File: src/rtl/zcal_pkg.sv
// Shared types and helpers for the impedance calibration controller.
// Assumes a single clock domain; nothing here holds state.
package zcal_pkg;

    // Direction decided by one evaluation of the comparator.
    typedef enum logic [1:0] {
        ZDIR_HOLD = 2'd0,
        ZDIR_UP   = 2'd1,
        ZDIR_DOWN = 2'd2
    } zdir_e;

    // Decode the two comparator bits; contradictory or idle means hold.
    function automatic zdir_e decode_dir(input logic up, input logic dn);
        if (up && !dn)      return ZDIR_UP;
        else if (dn && !up) return ZDIR_DOWN;
        else                return ZDIR_HOLD;
    endfunction

endpackage

File: src/rtl/zcal_eval_timer.sv
// Free-running evaluation timer: emits a one-cycle tick every PERIOD
// clocks, the first on the PERIOD-th edge after reset release.
// Assumes PERIOD >= 2.
module zcal_eval_timer #(
    parameter int PERIOD = 32
) (
    input  logic clk,
    input  logic rst_n,
    output logic eval_tick
);
    localparam int CNT_W = $clog2(PERIOD);
    localparam logic [CNT_W-1:0] LAST = CNT_W'(PERIOD - 1);

    logic [CNT_W-1:0] cnt_q;

    // Count edges modulo PERIOD.
    always_ff @(posedge clk) begin
        if (!rst_n)             cnt_q <= '0;
        else if (cnt_q == LAST) cnt_q <= '0;
        else                    cnt_q <= cnt_q + 1'b1;
    end

    assign eval_tick = (cnt_q == LAST);
endmodule

File: src/rtl/zcal_code_reg.sv
// Holds the applied impedance code and one pending step. On an
// evaluation tick the pending code is reloaded one saturating step from
// the applied code; otherwise a pending code is applied on a high-Z cycle.
// Assumes bypass freezes the loop and discards anything pending.
module zcal_code_reg
    import zcal_pkg::*;
#(
    parameter int CODE_W     = 6,
    parameter int RESET_CODE = 32
) (
    input  logic              clk,
    input  logic              rst_n,
    input  logic              eval_tick,
    input  zdir_e             dir,
    input  logic              hiz,
    input  logic              bypass,
    output logic [CODE_W-1:0] code_q
);
    localparam logic [CODE_W-1:0] CODE_MAX = {CODE_W{1'b1}};
    localparam logic [CODE_W-1:0] CODE_MIN = '0;
    localparam logic [CODE_W-1:0] CODE_RST = CODE_W'(RESET_CODE);

    logic              pend_v_q;
    logic [CODE_W-1:0] pend_q;
    logic [CODE_W-1:0] step_code;

    // Saturating one-step target computed from the applied code.
    always_comb begin
        step_code = code_q;
        if (dir == ZDIR_UP && code_q != CODE_MAX)   step_code = code_q + 1'b1;
        if (dir == ZDIR_DOWN && code_q != CODE_MIN) step_code = code_q - 1'b1;
    end

    // Pending step register: load on evaluation, clear on apply or bypass.
    always_ff @(posedge clk) begin
        if (!rst_n) begin
            pend_v_q <= 1'b0;
            pend_q   <= CODE_RST;
        end else if (bypass) begin
            pend_v_q <= 1'b0;
        end else if (eval_tick) begin
            pend_v_q <= (dir != ZDIR_HOLD);
            pend_q   <= step_code;
        end else if (hiz && pend_v_q) begin
            pend_v_q <= 1'b0;
        end
    end

    // Applied code: takes the pending value only in a high-Z cycle.
    always_ff @(posedge clk) begin
        if (!rst_n)
            code_q <= CODE_RST;
        else if (!bypass && !eval_tick && hiz && pend_v_q)
            code_q <= pend_q;
    end
endmodule

File: src/rtl/zcal_settle_cnt.sv
// Counts non-read cycles after reset and raises ready at LIMIT, holding
// there. Assumes LIMIT >= 1.
module zcal_settle_cnt #(
    parameter int LIMIT = 1024
) (
    input  logic clk,
    input  logic rst_n,
    input  logic nonread,
    output logic ready
);
    localparam int CNT_W = $clog2(LIMIT + 1);
    localparam logic [CNT_W-1:0] TERM = CNT_W'(LIMIT);

    logic [CNT_W-1:0] cnt_q;

    // Saturating count of qualifying cycles.
    always_ff @(posedge clk) begin
        if (!rst_n)                       cnt_q <= '0;
        else if (nonread && cnt_q != TERM) cnt_q <= cnt_q + 1'b1;
    end

    assign ready = (cnt_q == TERM);
endmodule

File: src/rtl/zcal_ctrl.sv
// Top of the impedance calibration controller. Classifies each cycle as
// read / high-Z, runs the periodic evaluation, gates code updates to
// high-Z cycles and tracks settle time. Assumes op_* and oe_n describe
// the current cycle and are synchronous to clk.
module zcal_ctrl
    import zcal_pkg::*;
#(
    parameter int CODE_W        = 6,
    parameter int EVAL_PERIOD   = 32,
    parameter int SETTLE_CYCLES = 1024
) (
    input  logic              clk,
    input  logic              rst_n,
    input  logic              op_sel,
    input  logic              op_rd,
    input  logic              oe_n,
    input  logic              cmp_up,
    input  logic              cmp_dn,
    input  logic              strap_min,
    output logic [CODE_W-1:0] drv_code,
    output logic              cal_ready
);
    localparam int MID_CODE = 2 ** (CODE_W - 1);

    logic              is_read;
    logic              hiz;
    logic              eval_tick;
    zdir_e             dir;
    logic [CODE_W-1:0] cal_code;

    assign is_read = op_sel && op_rd;
    assign hiz     = !is_read || oe_n;
    assign dir     = decode_dir(cmp_up, cmp_dn);

    zcal_eval_timer #(.PERIOD(EVAL_PERIOD)) u_timer (
        .clk       (clk),
        .rst_n     (rst_n),
        .eval_tick (eval_tick)
    );

    zcal_code_reg #(.CODE_W(CODE_W), .RESET_CODE(MID_CODE)) u_code (
        .clk       (clk),
        .rst_n     (rst_n),
        .eval_tick (eval_tick),
        .dir       (dir),
        .hiz       (hiz),
        .bypass    (strap_min),
        .code_q    (cal_code)
    );

    zcal_settle_cnt #(.LIMIT(SETTLE_CYCLES)) u_settle (
        .clk     (clk),
        .rst_n   (rst_n),
        .nonread (!is_read),
        .ready   (cal_ready)
    );

    // Strap forces the strongest (minimum-impedance) setting.
    assign drv_code = strap_min ? {CODE_W{1'b1}} : cal_code;
endmodule

File: config.mk
export PLATFORM = sky130hd
export DESIGN_NAME = zcal_ctrl
export DESIGN_NICKNAME = d
export VERILOG_FILES = /design/src/rtl/zcal_pkg.sv /design/src/rtl/zcal_eval_timer.sv /design/src/rtl/zcal_code_reg.sv /design/src/rtl/zcal_settle_cnt.sv /design/src/rtl/zcal_ctrl.sv
export SDC_FILE = /design/constraint.sdc
export NUM_CORES = 1
export LEC_CHECK = 0
export BUFFER_PORTS_ARGS = -buffer_cell sky130_fd_sc_hd__buf_2
export CAP_MARGIN = 10
export CELL_PAD_IN_SITES_DETAIL_PLACEMENT = 1
export CELL_PAD_IN_SITES_GLOBAL_PLACEMENT = 1
export CORE_MARGIN = 4
export CORE_UTILIZATION = 32
export DETAILED_ROUTE_END_ITERATION = 8
export PLACE_DENSITY = 0.7
export SKIP_CTS_REPAIR_TIMING = 1
export SLEW_MARGIN = 0
export SYNTH_ARGS = -nofsm -noshare
export SYNTH_HDL_FRONTEND = slang
export SYNTH_SLANG_ARGS = --single-unit
File: constraint.sdc
create_clock -name clk -period 3.5 [get_ports clk]
set_input_delay 0.7 -clock clk [delete_from_list [all_inputs] [get_ports clk]]
set_output_delay 0.7 -clock clk [all_outputs]
set_load 0.005 [all_outputs]
==> results of run 1 <==
per-layer routing:
layer,vias up,part of all wire [%]
li1,648,-
met1,611,50
met2,8,47
met3,2,2.0
met4,0,0.79
met5,-,0
power groups by stage:
stage	clock [uW]	sequential, uW	combinational (uW)
after floorplan	0	349	44.2
after global placement	0	350	60.3
after detailed placement	0	350	62.5
after CTS	282	343	62.6
after global routing	297	344	70.0
final	269	343	61.1
logic make-up (layout without fill, tap and decap cells):
kind of cell	count (synthesis)	count (layout)	share of synthesized area, %
xor gates and xnor gates	12	12	6.61
adders and majority gates	9	9	7.09
AOI/OAI and AO/OA	28	28	13.4
DFF	29	29	36.5
and+or+nand+nor	76	76	26.9
buffers and inverters	16	31	3.78
muxes	9	9	5.67
through the flow:
stage	hold slack (ps)	cells	total power, uW	instance area, um^2
after global routing	472	261	711	1810
after detailed placement	443	254	413	1720
after CTS	453	261	688	1810
after floorplan	418	179	393	1590
final	447	261	674	1810
after global placement	430	254	411	1720
worst paths after layout:
path / start / endpoint / slack (ps) / cells after the start
worst max-delay path: u_settle.cnt_q[0] / cal_ready / 1080 / 5
worst max register to register: u_timer.cnt_q[0] / u_code.code_q[2] / 1420 / 6
worst min-delay path: u_timer.cnt_q[0] / u_timer.cnt_q[0] / 450 / 1
worst min register to register: u_timer.cnt_q[0] / u_timer.cnt_q[0] / 450 / 1
final cells by class:
type | instances | area (um^2) | share of cell area [%]
inverters | 10 | 37.5 | 2.08
flip-flops and latches | 29 | 581 | 32.1
multi-input cells | 134 | 948 | 52.5
repair buffers | 14 | 70.1 | 3.88
clock buffers | 7 | 86.3 | 4.78
well taps | 67 | 83.8 | 4.64
sequential cells by signal, indices dropped and copies added, names as in the netlist:
signal           flops
u_settle.cnt_q      11
u_code.pend_q        6
u_timer.cnt_q        5
u_code.code_q        6
u_code.pend_v_q      1
worst max-delay path: stages (launching register included):
cell     delay, ps
dfxtp_1        330
inv_1          100
ha_1           160
or4b_4         480
nor3_1         240
buf_2          160
Yosys cell counts (3+ instances only):
cell | n | area [um^2]
nor2b_1 | 6 | 37.5
o21ai_0 | 10 | 50.1
nor3_1 | 3 | 15.0
a21oi_1 | 3 | 15.0
nand3_1 | 9 | 45.0
a21boi_0 | 6 | 45.0
nand4_1 | 5 | 31.3
xor2_1 | 4 | 35.0
clkbuf_1 | 6 | 22.5
xnor2_1 | 8 | 70.1
nor2_1 | 11 | 41.3
and2_1 | 5 | 31.3
ha_1 | 9 | 113
or2_2 | 5 | 31.3
inv_1 | 10 | 37.5
mux2i_1 | 9 | 90.1
nand2_1 | 15 | 56.3
or3_1 | 3 | 18.8
dfxtp_1 | 29 | 581
placed cells by master (no fill, tap or decap), types with 4 or more instances in the layout:
cell	netlist	routed
xor2_1	4	4
mux2i_1	9	9
o21ai_0	10	10
nor2_1	11	11
buf_2	0	14
a21boi_0	6	6
and2_1	5	5
or2_2	5	5
ha_1	9	9
clkbuf_8	0	6
inv_1	10	10
dfxtp_1	29	29
xnor2_1	8	8
nor2b_1	6	6
nand2_1	15	15
nand3_1	9	9
nand4_1	5	5
==> impl_results.md, run 1 <==
- Outcome: complete, no violations
- Setup TNS: 0 ps
- Initial Utilization: 33.4%
- Clock latency on the worst-skew pair: 270 ps
- GRT busiest layer: met2
- Pre-CTS setup slack: 1350 ps
- Final ANT Viol Nets: 0
- PnR worst setup slack: 1080 ps
- Detailed Route Iter0 Violations: 42
- Post-DP HPWL: 2540 um
- Io pins: 15
- Post-route clock period utilization: 69.2%
- CP Launch Type: flop
- RSZ-0062 raised after global routing: no
- Avg Inst Size Synth: 8.88 um^2
- Number of core rows: 25
- Core area: 0.00475 mm^2
- Comb pwr share: 9.1%
- Layout cell share with drive strength beyond 1: 16.5%
- H-tree levels: 2
- Clock skew: 6.78 ps
- Grt ovf: 0
- Maximum vdd ir drop: 255 uV
- Min Tclk post-route: 2420 ps
- Leak: 0.000731 uW
- Root Buffer: clkbuf_8
- N_diodes: 0
- Sw Pwr: 152 uW
- TritonCTS clock tree: yes
- Seq cells post-synth: 29
- CTS Buf Count: 5
- Total routed wirelength: 3400 um
- Cell Area, Synth: 0.00159 mm^2
- Top_reg_cell synth: dfxtp_1
- Sw Share: 22.6%
- Via-to-Cell Ratio: 4.86
- Die Span Y: 78.5 um
- GPL Wtd Cong: 0.768
- Maximum root-to-sink buffer count: 2
- GR Layer Usage met3: 2.75%
- Avg WL per Cell: 13.0 um
- Worst-path fanout max: 4
- Yosys warns: 0
- CP Capture Type: primary output
- Final core utilization: 38.0%
- CTS Sinks: 29
- Die Area: 0.00616 mm^2
- Reg power frac: 51.0%
- Die Wd: 78.5 um
- Synth async-reset ratio: 0%
- Via count: 1269
- Max-slew violations: 0
- Data arrival time of the worst path: 1720 ps
- Final setup fails: 0
- Worst-path clk slew: 50 ps
- Vias in the first global route: 1297
- Initial antenna violation count: 0
- Largest net degree at the start of global routing: 22
- Pint: 522 uW
- Slew Limit Headroom: 35.7%
- Filler cell count in the final layout: 593
- Critical Path RT: 2800 ps
- Clock Power Share: 40.0%
- Netlist cell types: 37
- Worst-Margin Slew: 955 ps
- Hold WC Path Type: reg -> reg
- Fin. Hold Viols: 0
- Area Overhead vs Synth: 13.7%
- Number of flops mapped to enable cells by yosys: 0
- Max cap viols: 0
- # DRC: 0
- Routing usage on met2: 20.4%
- Crit Path Class: reg -> out
- Pwr dens: 373 mW/mm^2
- Syn Nets: 196
- Routing usage on met1: 16.1%
- GRT Util Overall: 12.4%
- PortBufs: 14
- Drt pass-1 iters: 3
- First-pass GRT wire length: 6180 um
- Mapped Cells: 179
- Sequential cell area fraction in the yosys report: 36.5%
- Achievable clock frequency: 413 MHz
- Post-layout net count: 211
No activity file was read; power rests on OpenSTA's default activity.
==> inputs of run 2 (changes only) <==
==> constraint.sdc (replaced) <==
create_clock -name clk -period 2.4 [get_ports clk]
set_input_delay 0.48 -clock clk [delete_from_list [all_inputs] [get_ports clk]]
set_output_delay 0.48 -clock clk [all_outputs]
set_load 0.005 [all_outputs]
==> impl_results.md, run 2 (synthesis results as in run 1) <==
- CTS Buf Count: 5
- Core area: 0.00475 mm^2
- Met2 WL: 1750 um
- Detailed Route Iter0 Violations: 30
- Largest Register: u_settle.cnt_q
- First-pass GRT wire length: 6300 um
- Setup TNS: 0 ps
- Achievable clock frequency: 460 MHz
- Post-layout net count: 212
- CP Launch Type: flop
- Max-slew violations: 0
- Hold WC Path Type: reg -> reg
- Post-route clock period utilization: 90.5%
- Min Tclk post-route: 2170 ps
- Avg WL per Cell: 13.6 um
- Clock latency on the worst-skew pair: 270 ps
- Maximum vdd ir drop: 500 uV
- Largest net degree at the start of global routing: 22
- Clock Power Share: 40.3%
- CP Capture Type: primary output
- Fin. Hold Viols: 0
- Met3 routed WL: 80 um
- Io pins: 15
- Drt pass-1 iters: 2
- Initial antenna violation count: 0
- Via-to-Cell Ratio: 4.94
- Root Buffer: clkbuf_8
- Final setup fails: 0
- Total routed wirelength: 3570 um
- GRT Util Overall: 13.1%
- Max cap viols: 0
- Dpl cell area: 0.00173 mm^2
- Via count: 1293
- Area Overhead vs Synth: 14.2%
- M1 WL: 1690 um
- Commonest non-fill, non-tap cell in the layout: dfxtp_1
- Min Hold Slack: 451 ps
- Comb pwr share: 9.1%
- Die Span Y: 78.5 um
- Critical Path RT: 1920 ps
- Min-Delay Path Depth: 1
- Pwr dens: 545 mW/mm^2
- Number of core rows: 25
- Worst r2r src: u_timer.cnt_q[0]
- PortBufs: 14
- Worst Setup SP: u_settle.cnt_q[0]
- Worst-Margin Slew: 454 ps
- Filler cell count in the final layout: 577
- Worst-path clk slew: 60 ps
- Maximum root-to-sink buffer count: 2
- N_diodes: 0
- Min-delay src: u_timer.cnt_q[0]
- H-tree levels: 2
- Design area: 0.00181 mm^2
- Outcome: complete, no violations
- Crit Path Class: reg -> out
- Worst path max stage delay: 470 ps
- Path depth of the worst reg2reg path: 6
- Pint: 762 uW
- Sw Share: 23.0%
- Data arrival time of the worst path: 1690 ps
- Worst-path fanout max: 4
- Sw Pwr: 227 uW
- Biggest regs: u_settle.cnt_q x11, u_code.code_q x6, u_code.pend_q x6
- Initial Utilization: 33.4%
- Post-DP HPWL: 2660 um
- RSZ-0062 raised after global routing: no
- Area of the multi-input gates: 948 um^2
- Die Wd: 78.5 um
- Slowest cell on crit path: or4b_4
- Crit-path cells: inv_1 > ha_1 > or4b_4 > nor3_1 > buf_2
- CTS Sinks: 29
- GPL Wtd Cong: 0.803
- Vias in the first global route: 1329
- Grt ovf: 0
- Slew Limit Headroom: 69.7%
- # DRC: 0
- Highest routed metal layer: met4
- Sequential cell area: 581 um^2
- Max reg flops: 11
- Final ANT Viol Nets: 0
- TritonCTS clock tree: yes
- Reg power frac: 50.6%
- Layout cell share with drive strength beyond 1: 16.9%
- Clock skew: 4.28 ps
- Die Area: 0.00616 mm^2
- Most frequent cells in the layout: 29 x dfxtp_1, 15 x nand2_1, 14 x buf_2
- Leak: 0.000735 uW
## run 2: cell types whose count changed in the layout (fill, tap and decap cells not counted)
cell and delta:
buf_4 +1
## run 2: final timing paths
| kind | endpoint | slack [ps] |
|---|---|---|
| worst max register to register | u_code.code_q[2] | 300 |
| worst min register to register | u_timer.cnt_q[0] | 450 |
| worst min-delay path | u_timer.cnt_q[0] | 450 |
| worst max-delay path | cal_ready | 230 |
## run 2: metrics by stage
| stage | setup WS, ps | cells | power [uW] | utilization (%) |
|---|---|---|---|---|
| 2_1_floorplan | 444 | 179 | 573 | - |
| 3_3_place_gp | 334 | 255 | 601 | 36.3 |
| 3_5_place_dp | 307 | 255 | 604 | 36.3 |
| 4_1_cts | 192 | 262 | 1000 | 38.2 |
| 5_1_grt | 92.9 | 262 | 1050 | 38.2 |
| 6_report | 228 | 262 | 989 | 38.2 |
## run 2: routing by layer
layer / GRT usage (%) / vias to the layer above
li1: - / 653
met1: 15.8 / 627
met2: 21.9 / 9
met3: 3.78 / 4
met4: 4.72 / 0
met5: 0 / -
## run 2: final cells by class
cell class / instances / share of cell area (%)
sequential: 29 / 32.0
inverter: 10 / 2.07
tap: 67 / 4.62
timing repair buffer: 15 / 4.28
multi-input combinational: 134 / 52.3
clock buffer: 7 / 4.76
## run 2: worst max-delay path: cells and delay by family (launching register included)
kind,cells,cell delay (ps)
adders and majority gates,1,140
buffers and inverters,2,240
DFF,1,330
and+or+nand+nor,2,700
## run 2: power groups by stage
stage	clock network [uW]	registers, uW	logic [uW]
6_report	398	501	90.3
5_1_grt	443	502	101
4_1_cts	411	501	92.6
3_5_place_dp	0	512	92.1
3_3_place_gp	0	511	89.8
2_1_floorplan	0	509	64.5
==> inputs of run 3 (changes only) <==
--- a/config.mk
+++ b/config.mk
@@ -10,9 +10,9 @@
 export CELL_PAD_IN_SITES_DETAIL_PLACEMENT = 1
 export CELL_PAD_IN_SITES_GLOBAL_PLACEMENT = 1
 export CORE_MARGIN = 4
-export CORE_UTILIZATION = 32
+export CORE_UTILIZATION = 44
 export DETAILED_ROUTE_END_ITERATION = 8
-export PLACE_DENSITY = 0.7
+export PLACE_DENSITY = 0.88
 export SKIP_CTS_REPAIR_TIMING = 1
 export SLEW_MARGIN = 0
 export SYNTH_ARGS = -nofsm -noshare
==> impl_results.md, run 3 (synthesis results as in run 1) <==
- Worst r2r src: u_timer.cnt_q[0]
- Post-route clock period utilization: 94.5%
- Number of core rows: 21
- Largest Register: u_settle.cnt_q
- Area Overhead vs Synth: 10.5%
- First-pass GRT wire length: 6560 um
- Crit Path Class: reg -> out
- Maximum vdd ir drop: 305 uV
- GRT Util Overall: 19.4%
- Clock skew: 9.37 ps
- Layout cell share with drive strength beyond 1: 16.8%
- Pwr dens: 504 mW/mm^2
- Path depth of the worst reg2reg path: 6
- Met2 WL: 2000 um
- Die Area: 0.00464 mm^2
- # DRC: 0
- Detailed Route Iter0 Violations: 85
- Drt pass-1 iters: 4
- M1 WL: 1770 um
- Max-slew violations: 0
- RSZ-0062 raised after global routing: no
- Hold WC Path Type: reg -> reg
- Flop-to-flop setup slack: 250 ps
- Critical Path RT: 1920 ps
- Setup TNS: 0 ps
- R2R Path End: u_code.code_q[1]
- TritonCTS clock tree: yes
- Reg power frac: 56.7%
- CP Capture Type: primary output
- Post-DP HPWL: 2980 um
- Final setup fails: 0
- GPL Wtd Cong: 0.802
- Via count: 1339
- N_diodes: 0
- Worst-Margin Slew: 460 ps
- Design area: 0.00176 mm^2
- Highest routed metal layer: met4
- Pint: 652 uW
- Avg WL per Cell: 16.2 um
- Clock Power Share: 32.5%
- Core area: 0.00342 mm^2
- Comb pwr share: 10.8%
- Io pins: 15
- Min-Delay Path Depth: 2
- Clock latency on the worst-skew pair: 340 ps
- CP Launch Type: flop
- Hold Path Sink: u_code.pend_q[0]
- Worst-path clk slew: 90 ps
- Dpl cell area: 0.00170 mm^2
- Die Wd: 68.1 um
- Worst-path fanout max: 4
- Achievable clock frequency: 441 MHz
- Sw Pwr: 233 uW
- CTS Sinks: 29
- Outcome: complete, no violations
- Vias in the first global route: 1396
- PortBufs: 14
- Largest net degree at the start of global routing: 22
- CTS Buf Count: 5
- Sw Share: 26.3%
- Grt ovf: 0
- Biggest regs: u_settle.cnt_q x11, u_code.code_q x6, u_code.pend_q x6
- Met3 routed WL: 114 um
- Data arrival time of the worst path: 1790 ps
- Fin. Hold Viols: 0
- Filler cell count in the final layout: 431
- Leak: 0.000721 uW
- Commonest non-fill, non-tap cell in the layout: dfxtp_1
- Final ANT Viol Nets: 0
- Max reg flops: 11
- Die Span Y: 68.1 um
- Root Buffer: clkbuf_4
- Total routed wirelength: 3920 um
- Via-to-Cell Ratio: 5.53
- Post-layout net count: 212
- Min-delay src: u_code.pend_q[0]
- Min Tclk post-route: 2270 ps
- H-tree levels: 2
- Max cap viols: 0
- Initial Utilization: 46.5%
- Initial antenna violation count: 0
- Most frequent cells in the layout: 29 x dfxtp_1, 15 x nand2_1, 14 x buf_2
- Maximum root-to-sink buffer count: 2
- Slew Limit Headroom: 69.3%
run 3: changes by cell type in the layout (fill, tap and decap cells not counted), sizes merged:
cell	delta
clkbuf	+1
run 3: cell type report:
cell class | count | area [um^2] | share of cell area [%]
multi-input combinational | 134 | 953 | 54.3
sequential | 29 | 581 | 33.1
timing repair buffer | 15 | 77.6 | 4.42
tap | 46 | 57.6 | 3.28
clock buffer | 8 | 48.8 | 2.78
inverter | 10 | 37.5 | 2.14
run 3: power by group through the flow:
stage / clock network [uW] / logic (uW) / registers, uW
after floorplan: 0 / 64.5 / 509
after global placement: 0 / 86.7 / 510
after detailed placement: 0 / 95.8 / 513
after CTS: 296 / 97.2 / 501
after global routing: 321 / 107 / 503
final: 287 / 95.9 / 502
run 3: worst max path at each step:
stage,slack [ps],from,to
finish,130,u_settle.cnt_q[0],cal_ready
global route,7,u_settle.cnt_q[0],cal_ready
CTS,10,u_settle.cnt_q[0],cal_ready
detailed placement,260,u_timer.cnt_q[0],u_code.code_q[0]
global placement,390,u_timer.cnt_q[0],u_code.code_q[3]
floorplan,440,u_timer.cnt_q[0],u_code.code_q[2]
run 3: metal layers:
metal | vias up | GRT usage (%)
li1 | 655 | -
met2 | 17 | 33.3
met4 | 0 | 9.43
met1 | 662 | 22.9
met3 | 5 | 3.94
met5 | - | 0
run 3: stage by stage:
stage	total power (uW)	cells	util [%]	setup slack [ps]	hold slack, ps
floorplan	573	179	-	444	418
global placement	597	234	49.8	386	430
detailed placement	609	234	49.8	264	454
CTS	895	242	51.2	14.7	475
global route	931	242	51.4	6.86	501
finish	885	242	51.4	131	474
run 3: critical path, cell delays in order (launching register included):
cell     delay, ps
dfxtp_1        350
inv_1          100
ha_1           160
or4b_4         490
nor3_2         200
buf_2          140
